===== config.mk =====
export PLATFORM = sky130hd
export DESIGN_NAME = csa_tree_sum
export DESIGN_NICKNAME = d
export VERILOG_FILES = /design/src/rtl/cts_pkg.sv /design/src/rtl/cts_comp42.sv /design/src/rtl/cts_level.sv /design/src/rtl/cts_prefix_add.sv /design/src/rtl/csa_tree_sum.sv
export SDC_FILE = /design/constraint.sdc
export NUM_CORES = 1
export LEC_CHECK = 0
export ABC_AREA = 1
export CAP_MARGIN = 20
export CORE_MARGIN = 2
export CORE_UTILIZATION = 52
export DETAILED_ROUTE_END_ITERATION = 7
export GPL_TIMING_DRIVEN = 0
export HOLD_SLACK_MARGIN = 0.05
export PLACE_DENSITY = 0.81
export SLEW_MARGIN = 20
export SYNTH_ARGS = -nofsm -noshare
export SYNTH_HDL_FRONTEND = slang
export SYNTH_SLANG_ARGS = --single-unit
export TNS_END_PERCENT = 10

===== constraint.sdc =====
create_clock -name clk -period 7.7 [get_ports clk]
set_input_delay 1.54 -clock clk [delete_from_list [all_inputs] [get_ports clk]]
set_output_delay 1.54 -clock clk [all_outputs]
set_load 0.02 [all_outputs]

===== src/rtl/cts_pkg.sv =====
package cts_pkg;
  localparam int unsigned CTS_N_OPS = 16;
  localparam int unsigned CTS_IN_W  = 12;
  localparam int unsigned CTS_OUT_W = 16;

  function automatic logic maj3(input logic x, input logic y, input logic z);
    return (x & y) | (x & z) | (y & z);
  endfunction
endpackage


===== src/rtl/cts_comp42.sv =====
// Vector 4:2 compressor: a+b+c+d == s+cy (mod 2^W). The horizontal carry
// of each bit depends only on a,b,c so it never chains across bits.
module cts_comp42
  import cts_pkg::*;
#(
  parameter int unsigned W = 16
) (
  input  logic [W-1:0] a,
  input  logic [W-1:0] b,
  input  logic [W-1:0] c,
  input  logic [W-1:0] d,
  output logic [W-1:0] s,
  output logic [W-1:0] cy
);
  logic [W-1:0] fa1_s;
  logic [W-1:0] hz;     // horizontal carry into bit i
  logic [W-1:0] vc;     // second full adder carry out of bit i
  logic         unused_top;

  assign hz[0] = 1'b0;

  for (genvar i = 0; i < W; i++) begin : g_bit
    assign fa1_s[i] = a[i] ^ b[i] ^ c[i];
    if (i < W - 1) begin : g_hz
      assign hz[i+1] = maj3(a[i], b[i], c[i]);
    end
    assign s[i]  = fa1_s[i] ^ d[i] ^ hz[i];
    assign vc[i] = maj3(fa1_s[i], d[i], hz[i]);
  end

  assign cy         = {vc[W-2:0], 1'b0};
  assign unused_top = vc[W-1] ^ maj3(a[W-1], b[W-1], c[W-1]);
endmodule


===== src/rtl/cts_level.sv =====
// One compressor level: N_IN vectors in, N_IN/2 vectors out.
module cts_level #(
  parameter int unsigned W    = 16,
  parameter int unsigned N_IN = 16
) (
  input  logic [N_IN-1:0][W-1:0]   din,
  output logic [N_IN/2-1:0][W-1:0] dout
);
  localparam int unsigned GROUPS = N_IN / 4;

  for (genvar g = 0; g < GROUPS; g++) begin : g_grp
    cts_comp42 #(.W(W)) u_c42 (
      .a (din[4*g]),
      .b (din[4*g+1]),
      .c (din[4*g+2]),
      .d (din[4*g+3]),
      .s (dout[2*g]),
      .cy(dout[2*g+1])
    );
  end
endmodule


===== src/rtl/cts_prefix_add.sv =====
// Logarithmic-depth generate/propagate adder, carry-in zero, wraps at W bits.
module cts_prefix_add #(
  parameter int unsigned W = 16
) (
  input  logic [W-1:0] a,
  input  logic [W-1:0] b,
  output logic [W-1:0] s
);
  localparam int unsigned LOG = $clog2(W);

  logic [LOG:0][W-1:0] gg;
  logic [LOG:0][W-1:0] pp;
  logic                unused_pg;

  assign gg[0] = a & b;
  assign pp[0] = a ^ b;

  for (genvar l = 1; l <= LOG; l++) begin : g_lvl
    localparam int unsigned DIST = 1 << (l - 1);
    for (genvar i = 0; i < W; i++) begin : g_bit
      if (i >= DIST) begin : g_cmb
        assign gg[l][i] = gg[l-1][i] | (pp[l-1][i] & gg[l-1][i-DIST]);
        assign pp[l][i] = pp[l-1][i] & pp[l-1][i-DIST];
      end else begin : g_pass
        assign gg[l][i] = gg[l-1][i];
        assign pp[l][i] = pp[l-1][i];
      end
    end
  end

  assign s[0] = pp[0][0];
  for (genvar i = 1; i < W; i++) begin : g_sum
    assign s[i] = pp[0][i] ^ gg[LOG][i-1];
  end

  assign unused_pg = ^{pp[LOG], gg[LOG][W-1]};
endmodule


===== src/rtl/csa_tree_sum.sv =====
module csa_tree_sum
  import cts_pkg::*;
#(
  parameter int unsigned N_OPS = CTS_N_OPS,
  parameter int unsigned IN_W  = CTS_IN_W,
  parameter int unsigned OUT_W = CTS_OUT_W
) (
  input  logic                  clk,
  input  logic                  rst,
  input  logic                  ops_vld,
  output logic                  ops_rdy,
  input  logic [N_OPS*IN_W-1:0] ops_bus,
  output logic                  res_vld,
  input  logic                  res_rdy,
  output logic [OUT_W-1:0]      res_sum
);
  localparam int unsigned LEVELS = $clog2(N_OPS) - 1;
  localparam int unsigned EXT_W  = OUT_W - IN_W;

  logic                         adv;
  logic [N_OPS-1:0][OUT_W-1:0]  ext;
  logic [OUT_W-1:0]             sum_c;

  // the whole pipeline moves as one when the output slot is free or taken
  assign adv     = !res_vld || res_rdy;
  assign ops_rdy = adv;

  for (genvar k = 0; k < N_OPS; k++) begin : g_ext
    assign ext[k] = {{EXT_W{ops_bus[k*IN_W+IN_W-1]}}, ops_bus[k*IN_W +: IN_W]};
  end

  for (genvar j = 0; j < LEVELS; j++) begin : g_stg
    localparam int unsigned NI = N_OPS >> j;
    logic [NI-1:0][OUT_W-1:0]   d_in;
    logic [NI/2-1:0][OUT_W-1:0] d_out;
    logic [NI/2-1:0][OUT_W-1:0] q;
    logic                       v_in;
    logic                       v_q;

    if (j == 0) begin : g_first
      assign d_in = ext;
      assign v_in = ops_vld;
    end else begin : g_next
      assign d_in = g_stg[j-1].q;
      assign v_in = g_stg[j-1].v_q;
    end

    cts_level #(.W(OUT_W), .N_IN(NI)) u_lvl (
      .din (d_in),
      .dout(d_out)
    );

    always_ff @(posedge clk) begin
      if (adv) q <= d_out;
    end

    always_ff @(posedge clk) begin
      if (rst)      v_q <= 1'b0;
      else if (adv) v_q <= v_in;
    end
  end

  cts_prefix_add #(.W(OUT_W)) u_fin (
    .a(g_stg[LEVELS-1].q[0]),
    .b(g_stg[LEVELS-1].q[1]),
    .s(sum_c)
  );

  always_ff @(posedge clk) begin
    if (adv) res_sum <= sum_c;
  end

  always_ff @(posedge clk) begin
    if (rst)      res_vld <= 1'b0;
    else if (adv) res_vld <= g_stg[LEVELS-1].v_q;
  end
endmodule


==> impl_metrics.toml <==
[synth]
yosysWarnings = 0
synth_nets = 966
ys_ff_latch = 212
netlist_area_um2 = 10900
syn_inst = 571
synth_mux_area_share_pct = 0
synth-seq-area-share_pct = 58.1
synth.distinct_cells = 17
syn_area_per_cell_um2 = 19.1
synth-compound-area-share_pct = 0.529
synth_top_family_by_area = "adder cells"
synthSimpleGateAreaFrac_pct = 3.84
synthAdderAreaFrac_pct = 35.1
synth_xor_area_share_pct = 0.966

[placement]
dp.cells = 1056
place_congestion = 0.874
hpwl_um = 14500
port_buffers = 213
pre_cts_ws_ns = 3.12

[clock_tree]
post_cts_buffers = 0
clock_sinks = 212
insertion_delay_ns = 0.50
cts_buffers = 23
post_cts_resized = 0
cts_max_path_buffers = 3
tritoncts = "yes"
cts_hold_buf = 0
htree_levels = 1
clock-root-buffer = "clkbuf_16"
clkTransAtPathRegs_ns = 0.06

[critical_path]
worstReg2RegStart = "g_stg[2].q[2]"
required_ns = 6.16
worstReg2RegEnd = "res_sum[10]"
cpLargestDelayFamily = "buffers and inverters"
end_kind = "primary output"
worstRegToRegCells = 6
cpPeakStageDelay_ns = 0.56
cp_max_fo = 5
rrSetupSlack_ns = 5.72
worst_path_most_repeated_cell = "clkdlybuf4s50_1"
critical_path_class = "in -> out"
critical_path_buf_inv_count = 3
startpoint_type = "input port"
worst_ep_arrival_time_ns = 3.03
crit_chain = "clkdlybuf4s50_1, nor2_1, inv_8, clkdlybuf4s50_1"
cp_slowest_cell = "clkdlybuf4s50_1"

[grt]
grt_pass1_vias = 6289
grt.total_usage_pct = 18.1
grt_pass1_wl_um = 30900
grt_antenna_before_repair = 0
grt-ovfl-total = 0
grt_max_degree = 123

[floorplanning]
die_x_um = 149
start_util_pct = 53.4
coreArea_um2 = 20400
fp.dieH_um = 149
rows = 52
ioPinCount = 214
die_area_um2 = 22100

[hold_path]
holdPathEnd = "res_sum[0]"
hold-path-cell-count = 0
hp-start = "g_stg[2].q[0]"
worst_hold_path_type = "reg -> reg"

[route]
wirelength_um = 18700
viasPerCell = 4.98
initialDrtViolationCount = 332
vias = 5439
antenna_left = 0
drt_first_pass_iters = 5
drc = 0
wl_per_cell_um = 17.1

[pwr]
power_density_nw_per_um2 = 350
peakVddDrop_uv = 190
p_leak_uw = 0.00540
power_uw = 4930

[sta]
fin_ws_ns = 3.13
slew_headroom_pct = 59.8
hold_viol_final = 0
fin_crit_sh_pct = 59.4
period_needed_ns = 4.57
whs_ns = 0.427
slew_viol_final = 0
fin_tns_setup_ns = 0
timing.fmax_ghz = 0.219
setup_viol = 0
finalClockSkew_ns = 0.0180
tightestPinTransition_ns = 0.603
rsz0062_at_grt = "false"

[layout]
insertedDiodeCount = 0
stdcell_count = 1093
drive_gt1_share_pct = 5.10
area_growth_pct = 29.5
finalNetCount = 1206

[status]
outcome = "finished clean"

[job]
drv_cap = 0
[cell usage in the layout, fill, tap and decap left out, drive strengths merged]
master	netlist	layout
inv	41	43
a21oi	10	10
fa	177	177
nor2	16	16
clkdlybuf4s50	0	213
xnor2	6	6
edfxtp	208	208
buf	0	2
nand4	3	3
xor2	6	6
clkinvlp	0	1
o21bai	1	1
nor3	1	1
ha	22	22
clkbuf	0	25
nand2	62	62
clkinv	0	8
dfxtp	4	4
nand3	14	14
bufinv	0	1
[sequential cells by signal, indices dropped and copies added, names as in the netlist]
| name | flops |
|---|---|
| g_stg.v_q | 3 |
| res_vld | 1 |
| g_stg.q | 192 |
| res_sum | 16 |
[cell type report]
cell class              instances  area [um^2]
flip-flops and latches        212         6330
fillers                      1264         6280
multi-input cells             318         4400
repair buffers                215         2190
clock buffers                  25          583
well taps                     270          338
inverters                      41          161
clock inverters                12         91.3
[report_power, final]
group,switching [uW],internal [uW],total (uW)
combinational,950,833,1780
sequential,202,1940,2150
clock,422,576,999
total,1570,3350,4930
[cells in the mapped netlist]
cell / n / share of area [%]
a21oi_1: 10 / 0.46
o21bai_1: 1 / 0.069
ha_1: 22 / 2.5
xor2_1: 6 / 0.48
xnor2_1: 6 / 0.48
inv_2: 2 / 0.069
nor3_4: 1 / 0.15
nor2_1: 16 / 0.55
nand3_2: 2 / 0.18
nand4_1: 3 / 0.17
fa_1: 177 / 33
inv_1: 39 / 1.3
nand2_2: 4 / 0.23
edfxtp_1: 208 / 57
nand2_1: 58 / 2.0
nand3_1: 12 / 0.55
dfxtp_1: 4 / 0.74
[cells by family (layout without fill, tap and decap cells)]
| group | Yosys count | count (layout) |
|---|---|---|
| XOR/XNOR | 12 | 12 |
| AND/OR/NAND/NOR | 96 | 96 |
| AO/OA/AOI/OAI | 11 | 11 |
| adder cells (fa/ha/maj) | 199 | 199 |
| buffers and inverters | 41 | 293 |
| flip-flops | 212 | 212 |
[through the flow]
| stage | area (um^2) | util, % |
|---|---|---|
| after floorplan | 10900 | - |
| final | 14100 | 69.2 |
| after detailed placement | 13400 | 65.9 |
| after global routing | 14100 | 69.2 |
| after CTS | 14100 | 69.2 |
| after global placement | 13300 | 65.6 |
[worst max-delay path by stage]
stage | from | endpoint | slack, ns | cells past startpoint
6_report | res_rdy | ops_rdy | 3.13 | 4
5_1_grt | res_rdy | ops_rdy | 3.06 | 4
4_1_cts | res_rdy | ops_rdy | 3.11 | 4
3_5_place_dp | res_rdy | ops_rdy | 3.12 | 4
3_3_place_gp | res_rdy | ops_rdy | -2.51 | 4
2_1_floorplan | res_rdy | ops_rdy | 0.36 | 2
[metal layers]
layer / track usage, % / part of all wire, % / up-vias
met5: 0 / 0 / -
met4: 5.10 / 2.2 / 0
met3: 2.61 / 5.9 / 38
met2: 33.6 / 55 / 193
met1: 22.1 / 37 / 2773
li1: - / - / 2435
[worst reg2reg max path, delay by kind of cell (launching register included)]
family	cells	cell delay, ns
adder cells (fa/ha/maj)	2	0.72
flip-flops	1	0.38
AND/OR/NAND/NOR	2	0.27
AO/OA/AOI/OAI	1	0.23
XOR/XNOR	1	0.12
No activity file was read; power rests on OpenSTA's default activity.
